File: config.mk
export PLATFORM = sky130hd
export DESIGN_NAME = fpx_unpack
export DESIGN_NICKNAME = d
export VERILOG_FILES = /design/src/rtl/fpx_pkg.sv /design/src/rtl/fpx_field_split.sv /design/src/rtl/fpx_lzc.sv /design/src/rtl/fpx_normalize.sv /design/src/rtl/fpx_unpack.sv
export SDC_FILE = /design/constraint.sdc
export NUM_CORES = 1
export LEC_CHECK = 0
export CORE_UTILIZATION = 25
export DETAILED_ROUTE_END_ITERATION = 10
export PLACE_DENSITY = 0.52
export SLEW_MARGIN = 20
export SYNTH_ARGS = -nofsm -noshare
export SYNTH_HDL_FRONTEND = slang
export SYNTH_SLANG_ARGS = --single-unit
File: constraint.sdc
create_clock -name clk -period 8.9 [get_ports clk]
set_input_delay 1.78 -clock clk [delete_from_list [all_inputs] [get_ports clk]]
set_output_delay 1.78 -clock clk [all_outputs]
set_load 0.01 [all_outputs]
File: src/rtl/fpx_pkg.sv
`timescale 1ns/1ps
package fpx_pkg;

    // internal widened format
    localparam int X_EXP_W  = 12;
    localparam int X_MAN_W  = 52;
    localparam int X_BIAS   = (1 << (X_EXP_W - 1)) - 1;

    // external formats
    localparam int SP_EXP_W = 8;
    localparam int SP_MAN_W = 23;
    localparam int DP_EXP_W = 11;
    localparam int DP_MAN_W = 52;
    localparam int IN_W     = 1 + DP_EXP_W + DP_MAN_W;
    localparam int SP_W     = 1 + SP_EXP_W + SP_MAN_W;

    typedef enum logic [2:0] {
        CL_ZERO,
        CL_SUB,
        CL_NORM,
        CL_INF,
        CL_NAN
    } fpx_class_e;

    // raw split of an operand, exponent already moved to the internal bias
    typedef struct packed {
        logic                 sign;
        fpx_class_e           cls;
        logic [X_EXP_W-1:0]   exp;
        logic [X_MAN_W-1:0]   mant;
    } fpx_split_t;

    // final internal operand
    typedef struct packed {
        logic                 sign;
        logic [X_EXP_W-1:0]   exp;
        logic [X_MAN_W-1:0]   mant;
        logic                 is_zero;
        logic                 is_inf;
        logic                 is_qnan;
        logic                 is_snan;
    } fpx_unpacked_t;

    // amount added to a source exponent to reach the internal bias
    function automatic int rebias_offset(input int src_exp_w);
        return X_BIAS - ((1 << (src_exp_w - 1)) - 1);
    endfunction

endpackage

File: src/rtl/fpx_field_split.sv
`timescale 1ns/1ps
module fpx_field_split
    import fpx_pkg::*;
#(
    parameter int EW = DP_EXP_W,
    parameter int MW = DP_MAN_W
) (
    input  logic [EW+MW:0] raw_i,
    output fpx_split_t     split_o
);
    localparam int RAW_W = 1 + EW + MW;
    localparam int OFF   = rebias_offset(EW);
    localparam int PAD_W = X_MAN_W - MW;

    logic [EW-1:0]      ex_f;
    logic [MW-1:0]      fr_f;
    logic [X_MAN_W-1:0] aligned;

    assign ex_f = raw_i[RAW_W-2 -: EW];
    assign fr_f = raw_i[MW-1:0];

    // left-align the fraction into the internal field
    generate
        if (PAD_W == 0) begin : g_full
            assign aligned = fr_f;
        end else begin : g_pad
            assign aligned = {fr_f, {PAD_W{1'b0}}};
        end
    endgenerate

    always_comb begin
        split_o.sign = raw_i[RAW_W-1];
        split_o.mant = aligned;
        if (ex_f == '0) begin
            if (fr_f == '0) begin
                split_o.cls = CL_ZERO;
                split_o.exp = '0;
            end else begin
                // base exponent before the leading-zero correction
                split_o.cls = CL_SUB;
                split_o.exp = X_EXP_W'(OFF);
            end
        end else if (&ex_f) begin
            split_o.cls = (fr_f == '0) ? CL_INF : CL_NAN;
            split_o.exp = '1;
        end else begin
            split_o.cls = CL_NORM;
            split_o.exp = X_EXP_W'(ex_f) + X_EXP_W'(OFF);
        end
    end

endmodule

File: src/rtl/fpx_lzc.sv
`timescale 1ns/1ps
module fpx_lzc #(
    parameter int W    = 52,
    localparam int LZ_W = $clog2(W + 1)
) (
    input  logic [W-1:0]    vec_i,
    output logic [LZ_W-1:0] lz_o
);
    // the highest set bit wins because it is visited last
    always_comb begin
        lz_o = LZ_W'(W);
        for (int i = 0; i < W; i++) begin
            if (vec_i[i]) begin
                lz_o = LZ_W'(W - 1 - i);
            end
        end
    end

endmodule

File: src/rtl/fpx_normalize.sv
`timescale 1ns/1ps
module fpx_normalize
    import fpx_pkg::*;
(
    input  fpx_split_t    split_i,
    output fpx_unpacked_t res_o
);
    localparam int LZ_W = $clog2(X_MAN_W + 1);

    logic [LZ_W-1:0] lz;
    logic [LZ_W:0]   shamt;

    fpx_lzc #(.W(X_MAN_W)) u_lzc (
        .vec_i (split_i.mant),
        .lz_o  (lz)
    );

    // one extra place so the leading one drops into the hidden position
    assign shamt = {1'b0, lz} + (LZ_W + 1)'(1);

    always_comb begin
        res_o.sign    = split_i.sign;
        res_o.exp     = split_i.exp;
        res_o.mant    = split_i.mant;
        res_o.is_zero = 1'b0;
        res_o.is_inf  = 1'b0;
        res_o.is_qnan = 1'b0;
        res_o.is_snan = 1'b0;
        case (split_i.cls)
            CL_SUB: begin
                res_o.exp  = split_i.exp - X_EXP_W'(lz);
                res_o.mant = split_i.mant << shamt;
            end
            CL_ZERO: res_o.is_zero = 1'b1;
            CL_INF:  res_o.is_inf  = 1'b1;
            CL_NAN: begin
                res_o.is_qnan = split_i.mant[X_MAN_W-1];
                res_o.is_snan = ~split_i.mant[X_MAN_W-1];
            end
            default: ;
        endcase
    end

endmodule

File: src/rtl/fpx_unpack.sv
`timescale 1ns/1ps
module fpx_unpack
    import fpx_pkg::*;
(
    input  logic               clk,
    input  logic               rst,
    input  logic               in_valid,
    input  logic               in_dbl,
    input  logic [IN_W-1:0]    in_data,
    output logic               out_valid,
    output logic               out_sign,
    output logic [X_EXP_W-1:0] out_exp,
    output logic [X_MAN_W-1:0] out_mant,
    output logic               out_zero,
    output logic               out_inf,
    output logic               out_qnan,
    output logic               out_snan
);
    fpx_split_t    sp_split;
    fpx_split_t    dp_split;
    fpx_split_t    sel_split;
    fpx_unpacked_t nxt;
    fpx_unpacked_t q;

    fpx_field_split #(.EW(SP_EXP_W), .MW(SP_MAN_W)) u_split_sp (
        .raw_i   (in_data[SP_W-1:0]),
        .split_o (sp_split)
    );

    fpx_field_split #(.EW(DP_EXP_W), .MW(DP_MAN_W)) u_split_dp (
        .raw_i   (in_data),
        .split_o (dp_split)
    );

    assign sel_split = in_dbl ? dp_split : sp_split;

    fpx_normalize u_norm (
        .split_i (sel_split),
        .res_o   (nxt)
    );

    always_ff @(posedge clk) begin
        if (rst) begin
            out_valid <= 1'b0;
            q         <= '0;
        end else begin
            out_valid <= in_valid;
            if (in_valid) begin
                q <= nxt;
            end
        end
    end

    assign out_sign = q.sign;
    assign out_exp  = q.exp;
    assign out_mant = q.mant;
    assign out_zero = q.is_zero;
    assign out_inf  = q.is_inf;
    assign out_qnan = q.is_qnan;
    assign out_snan = q.is_snan;

endmodule

==> results.ini, run 1 <==
[run_status]
status = complete, no violations

[global_route]
grt_pass1_wl_um = 64100
antenna_found_initial = 0
overflow = 0
grt_max_degree = 91
grt_usage_pct = 24.22
first_global_vias = 9566

[sta]
drv_slew = 0
finalSetupTns_ps = 0
clock.fmax_ghz = 0.1337
fin_crit_ps = 7481
tightestPinTransition_ps = 1112
fin_skew_ps = 0
setup_viol = 0
slew_headroom_pct = 23.77
period_share_pct = 84.06
hold_viol_final = 0
rsz0062_at_grt = no

[clock_network]
insertion_delay_ps = 340
post_cts_resized = 0
cts_buffers = 9
htree_levels = 3
clock_sinks = 70
postCtsSetupBuffers = 0
cts_tree = done
clk_path_buf_depth = 2
cts-root-buf = clkbuf_16
cts.clk_slew.worst_paths_ps = 70
ctsHoldBuffers = 0

[power]
max-vdd-ir-drop_mv = 0.09464
leakage_nw = 3.700
fin_total_pwr_mw = 1.410
powerDensity_mw_per_mm2 = 133.7

[floorplanning]
placementRows = 67
die-height_um = 187.2
core_area_mm2 = 0.03362
dieArea_mm2 = 0.03503
pin_count = 138
die_x_um = 187.2
start_util_pct = 25.50

[synth]
yosys.area_share.simple_pct = 24.57
yosysMostFrequentCell = nor2_1
synthAdderAreaFrac_pct = 1.255
synth_top_family_by_area = compound AO/OA/AOI/OAI gates
synth_xor_area_share_pct = 1.635
synthTopCellsByArea = dfxtp_1, mux2i_1, mux4_2
yosys_most_used_dff = dfxtp_1
ys_ff_latch = 70
yosysSeqAreaShare_pct = 16.35
syn_area_mm2 = 0.008571
yosysWarnings = 0
synth_top_area_share_pct = 16.35
synth.area.mux_share_pct = 23.66
synthCells = 1122
synth-edff-count = 0
ys_types = 86
synth-compound-area-share_pct = 25.93
synthArstFlopShare_pct = 0
synth_nets = 1198
synth_commonest_cells = nor2_1, nand2_1, mux2i_1, dfxtp_1, o21ai_0
syn_area_per_cell_um2 = 7.639
yosys.area.top_type = dfxtp_1

[critical_path]
crit_family = compound AO/OA/AOI/OAI gates
cpPeakStageDelay_ps = 720
reg2reg_from = out_mant[47]
critical_path_class = in -> reg
path_buf_inv = 5
crit_arrival_ps = 7690
critPathSlowestCell = xnor2_2
worstPathRequired_ps = 9100
start_kind = primary input
cp_cell_sequence = buf_4 > buf_4 > mux2i_1 > o21ai_0 > or3b_1 > o22a_2 > inv_6 > ha_2 > inv_1 > xnor2_2 > buf_4 > nor2_1 > a22oi_1 > a21boi_0 > a21oi_1 > a221oi_1 > nor3_1
path_max_fanout = 90
crit_path_start = in_dbl
cp_common_cell = buf_4
endpoint_kind = flop

[cells_and_area]
num-nets-final = 1269
fillers = 3572
final_core_util_pct = 31.36
area_growth_pct = 23.01
multiInputGateArea_mm2 = 0.006634
seq_area_mm2 = 0.001401
drive_above_1_share_pct = 11.69

[drt]
vias_per_cell = 6.110
routed_wl_um = 43110
first_iter_violations = 1336
drt-met1-wl_um = 18610
highest_layer = met4
dr.pass1.iters = 6
met3RoutedLength_um = 4305
vias = 10070
met2WireLength_um = 18420
remaining_drc_errors = 0
avgRoutedWirePerCell_um = 26.16
ant_nets = 0

[job]
cap_violations = 0

[placement]
dp_hpwl_um = 32840
portBuffers = 137
place_congestion = 0.9939

[min_path]
worstHoldPathType = reg -> reg
hp-start = out_mant[0]

-- layout make-up --
class | instances | area share (%)
inverters | 26 | 0.9732
clock inverters | 6 | 0.6527
well taps | 448 | 5.317
multi-input cells | 928 | 62.92
clock buffers | 10 | 2.267
flip-flops and latches | 70 | 13.29
repair buffers | 158 | 14.53
diodes | 2 | 0.04747
-- sequential cells by signal, indices dropped and copies added (netlist names) --
signal,cells
out_qnan,1
out_inf,1
out_mant,52
out_snan,1
out_valid,1
out_sign,1
out_exp,12
out_zero,1
-- power by group --
group | internal (mW) | switching (mW)
sequential | 0.334 | 0.0127
clock | 0.227 | 0.159
combinational | 0.264 | 0.412
-- routing by layer --
metal	vias to the layer above	global-route usage [%]
met5	-	0
met4	0	9.489
met3	118	6.417
met2	640	36.30
met1	4857	32.81
li1	4455	-
-- per-stage QoR --
step	std cells	instance area, um2	hold WS [ps]	setup slack, ps
detailed placement	1630	10230	467.0	1162
global route	1646	10540	500.8	995.2
CTS	1646	10530	477.9	1506
floorplan	1122	8571	490.0	2377
finish	1648	10540	477.0	1419
global placement	1630	10220	466.0	1191
-- cell families (layout without fill, tap and decap cells) --
kind of cell | after synthesis | count (layout)
simple gates | 442 | 442
mux | 157 | 157
other cells | 0 | 2
xor+xnor | 10 | 10
flops | 70 | 70
buf+inv | 124 | 200
fa+ha+maj | 8 | 8
compound gates | 311 | 311
-- worst min-delay path: stages, from the launching register on --
cell and delay [ps]:
dfxtp_1 320, nand2_1 60, a21oi_1 50
-- final timing paths --
kind	endpoint	slack [ps]	cells past startpoint
hold / removal	out_mant[0]	480	2
setup reg to reg	out_mant[47]	7890	3
setup / recovery	out_mant[29]	1420	17
hold reg to reg	out_mant[0]	480	2
-- cell usage in the layout (no fill, tap or decap), types with 15 or more instances in the layout --
cell type	count
nor4_1	23
a21oi_1	43
nand3_1	21
nor3_1	46
clkdlybuf4s50_1	134
mux2_2	33
a211oi_1	42
dfxtp_1	70
nand2_1	101
mux2i_1	87
buf_4	22
inv_1	25
a311oi_1	15
o22ai_1	21
o21ai_0	63
mux4_2	33
nor2_1	165
(Power assumes the default switching activity.)
==> run 2, diff against run 1 <==
--- a/config.mk
+++ b/config.mk
@@ -7,7 +7,7 @@
 export LEC_CHECK = 0
 export CORE_UTILIZATION = 25
 export DETAILED_ROUTE_END_ITERATION = 10
-export PLACE_DENSITY = 0.52
+export PLACE_DENSITY = 0.54
 export SLEW_MARGIN = 20
 export SYNTH_ARGS = -nofsm -noshare
 export SYNTH_HDL_FRONTEND = slang
==> constraint.sdc (replaced) <==
create_clock -name clk -period 6.2 [get_ports clk]
set_input_delay 1.24 -clock clk [delete_from_list [all_inputs] [get_ports clk]]
set_output_delay 1.24 -clock clk [all_outputs]
set_load 0.01 [all_outputs]
==> run 2 against run 1 <==
  * Global-route usage is 0.57 points higher
  * Die area stayed put
  * Combinational power is 52% higher
  * Critical endpoint is now out_mant[27]
  * Highest routed layer unchanged
  * Final area is 4.9% higher
==> results.ini, run 2 (synthesis results as in run 1) <==
[power]
max-vdd-ir-drop_mv = 0.09794
powerDensity_mw_per_mm2 = 183.0
leakage_nw = 4.020
fin_total_pwr_mw = 2.023

[cells_and_area]
num-nets-final = 1333
instances_no_fill = 1711
multiInputGateArea_mm2 = 0.006626
area_growth_pct = 29.01
seq_area_mm2 = 0.001401
final_cell_mix = nor2_1, clkdlybuf4s50_1, nand2_1
largest_reg_flops = 52
drive_above_1_share_pct = 15.93
final_common_cell = nor2_1
fillers = 3615

[critical_path]
path_buf_inv = 4
critPathSlowestCell = nor4_1
crit_arrival_ps = 6330
endpoint_kind = flop
cpPeakStageDelay_ps = 760
path_max_fanout = 10
crit_family = simple AND/OR/NAND/NOR gates
start_kind = primary input
worstPathRequired_ps = 6410
cp_common_cell = buf_4
critical_path_class = in -> reg
cp_cell_sequence = clkdlybuf4s50_1 > nor4_1 > nand4b_1 > nor4b_1 > a2111o_1 > nand3b_1 > o31ai_1 > buf_4 > inv_1 > nand2_1 > nor2_1 > a2111oi_0 > buf_4 > nor3_1

[placement]
portBuffers = 137
place_congestion = 1.051
preCtsSetupSlack_ps = -10.06
dp_hpwl_um = 34520
place_inst = 1694

[sta]
period_share_pct = 98.64
setup_ws_ps = 84.14
finalSetupTns_ps = 0
setup_viol = 0
fin_crit_ps = 6116
clock.fmax_ghz = 0.1635
slew_headroom_pct = 23.51
rsz0062_at_grt = no
tightestPinTransition_ps = 1115
hold_viol_final = 0
drv_slew = 0
fin_skew_ps = 0

[clock_network]
clk_path_buf_depth = 2
htree_levels = 3
post_cts_resized = 0
cts_tree = done
clock_sinks = 70
postCtsSetupBuffers = 0
cts.clk_slew.worst_paths_ps = 60
ctsHoldBuffers = 0
cts_buffers = 9
cts-root-buf = clkbuf_16
insertion_delay_ps = 340

[floorplanning]
die_x_um = 187.2
placementRows = 67
dieArea_mm2 = 0.03503
pin_count = 138
start_util_pct = 25.50
die-height_um = 187.2
core_area_mm2 = 0.03362

[run_status]
status = complete, no violations

[global_route]
grt_usage_pct = 24.78
grt_pass1_wl_um = 65930
grt_max_degree = 83
antenna_found_initial = 1
overflow = 0
first_global_vias = 9878

[min_path]
worstHoldPathType = reg -> reg

[drt]
remaining_drc_errors = 0
first_iter_violations = 1364
avgRoutedWirePerCell_um = 25.97
dr.pass1.iters = 6
vias = 10400
vias_per_cell = 6.081
routed_wl_um = 44440
ant_nets = 0

[job]
cap_violations = 0

==> run 2: final timing paths <==
kind                      from           end  slack (ps)  cells after the start
setup reg to reg  out_mant[33]  out_mant[33]        5160                      3
setup / recovery   in_data[15]  out_mant[27]          80                     14
hold reg to reg    out_mant[0]   out_mant[0]         470                      2
hold / removal     out_mant[0]   out_mant[0]         470                      2
==> run 2: worst reg2reg max path, cell delays in order (launching register included) <==
cell	delay (ps)
dfxtp_1	350
nor2_1	80
a311oi_1	300
o311a_1	250
==> run 2: stage by stage <==
stage                     instance area [um2]  util (%)  hold slack [ps]
final                                   11060     32.89            472.8
after global routing                    11050     32.88            504.9
after CTS                               11050     32.88            471.8
after detailed placement                10780     32.06            461.9
after global placement                  10780     32.06            466.8
after floorplan                          8571         -            490.0
==> run 2: layer usage <==
metal	share of wire (%)	routed length, um	global-route usage, %	up-vias
met4	4.3	1891	11.63	0
met5	0	0	0	-
met2	44	19380	37.40	714
met3	9.0	3984	4.259	121
met1	43	19190	34.09	5006
li1	-	-	-	4563
==> run 2: power by group <==
part,internal (mW),total (mW),switching [mW]
Combinational,0.424,1.03,0.604
Clock,0.282,0.497,0.215
Sequential,0.480,0.498,0.0181
Total,1.19,2.02,0.837
==> run 2: area by class of cell <==
| class | instances | share of cell area (%) |
|---|---|---|
| multi-input cells | 928 | 59.93 |
| repair buffers | 222 | 18.88 |
| well taps | 448 | 5.070 |
| clock inverters | 5 | 0.3055 |
| flip-flops and latches | 70 | 12.67 |
| clock buffers | 11 | 2.195 |
| inverters | 26 | 0.9279 |
| diodes | 1 | 0.02263 |
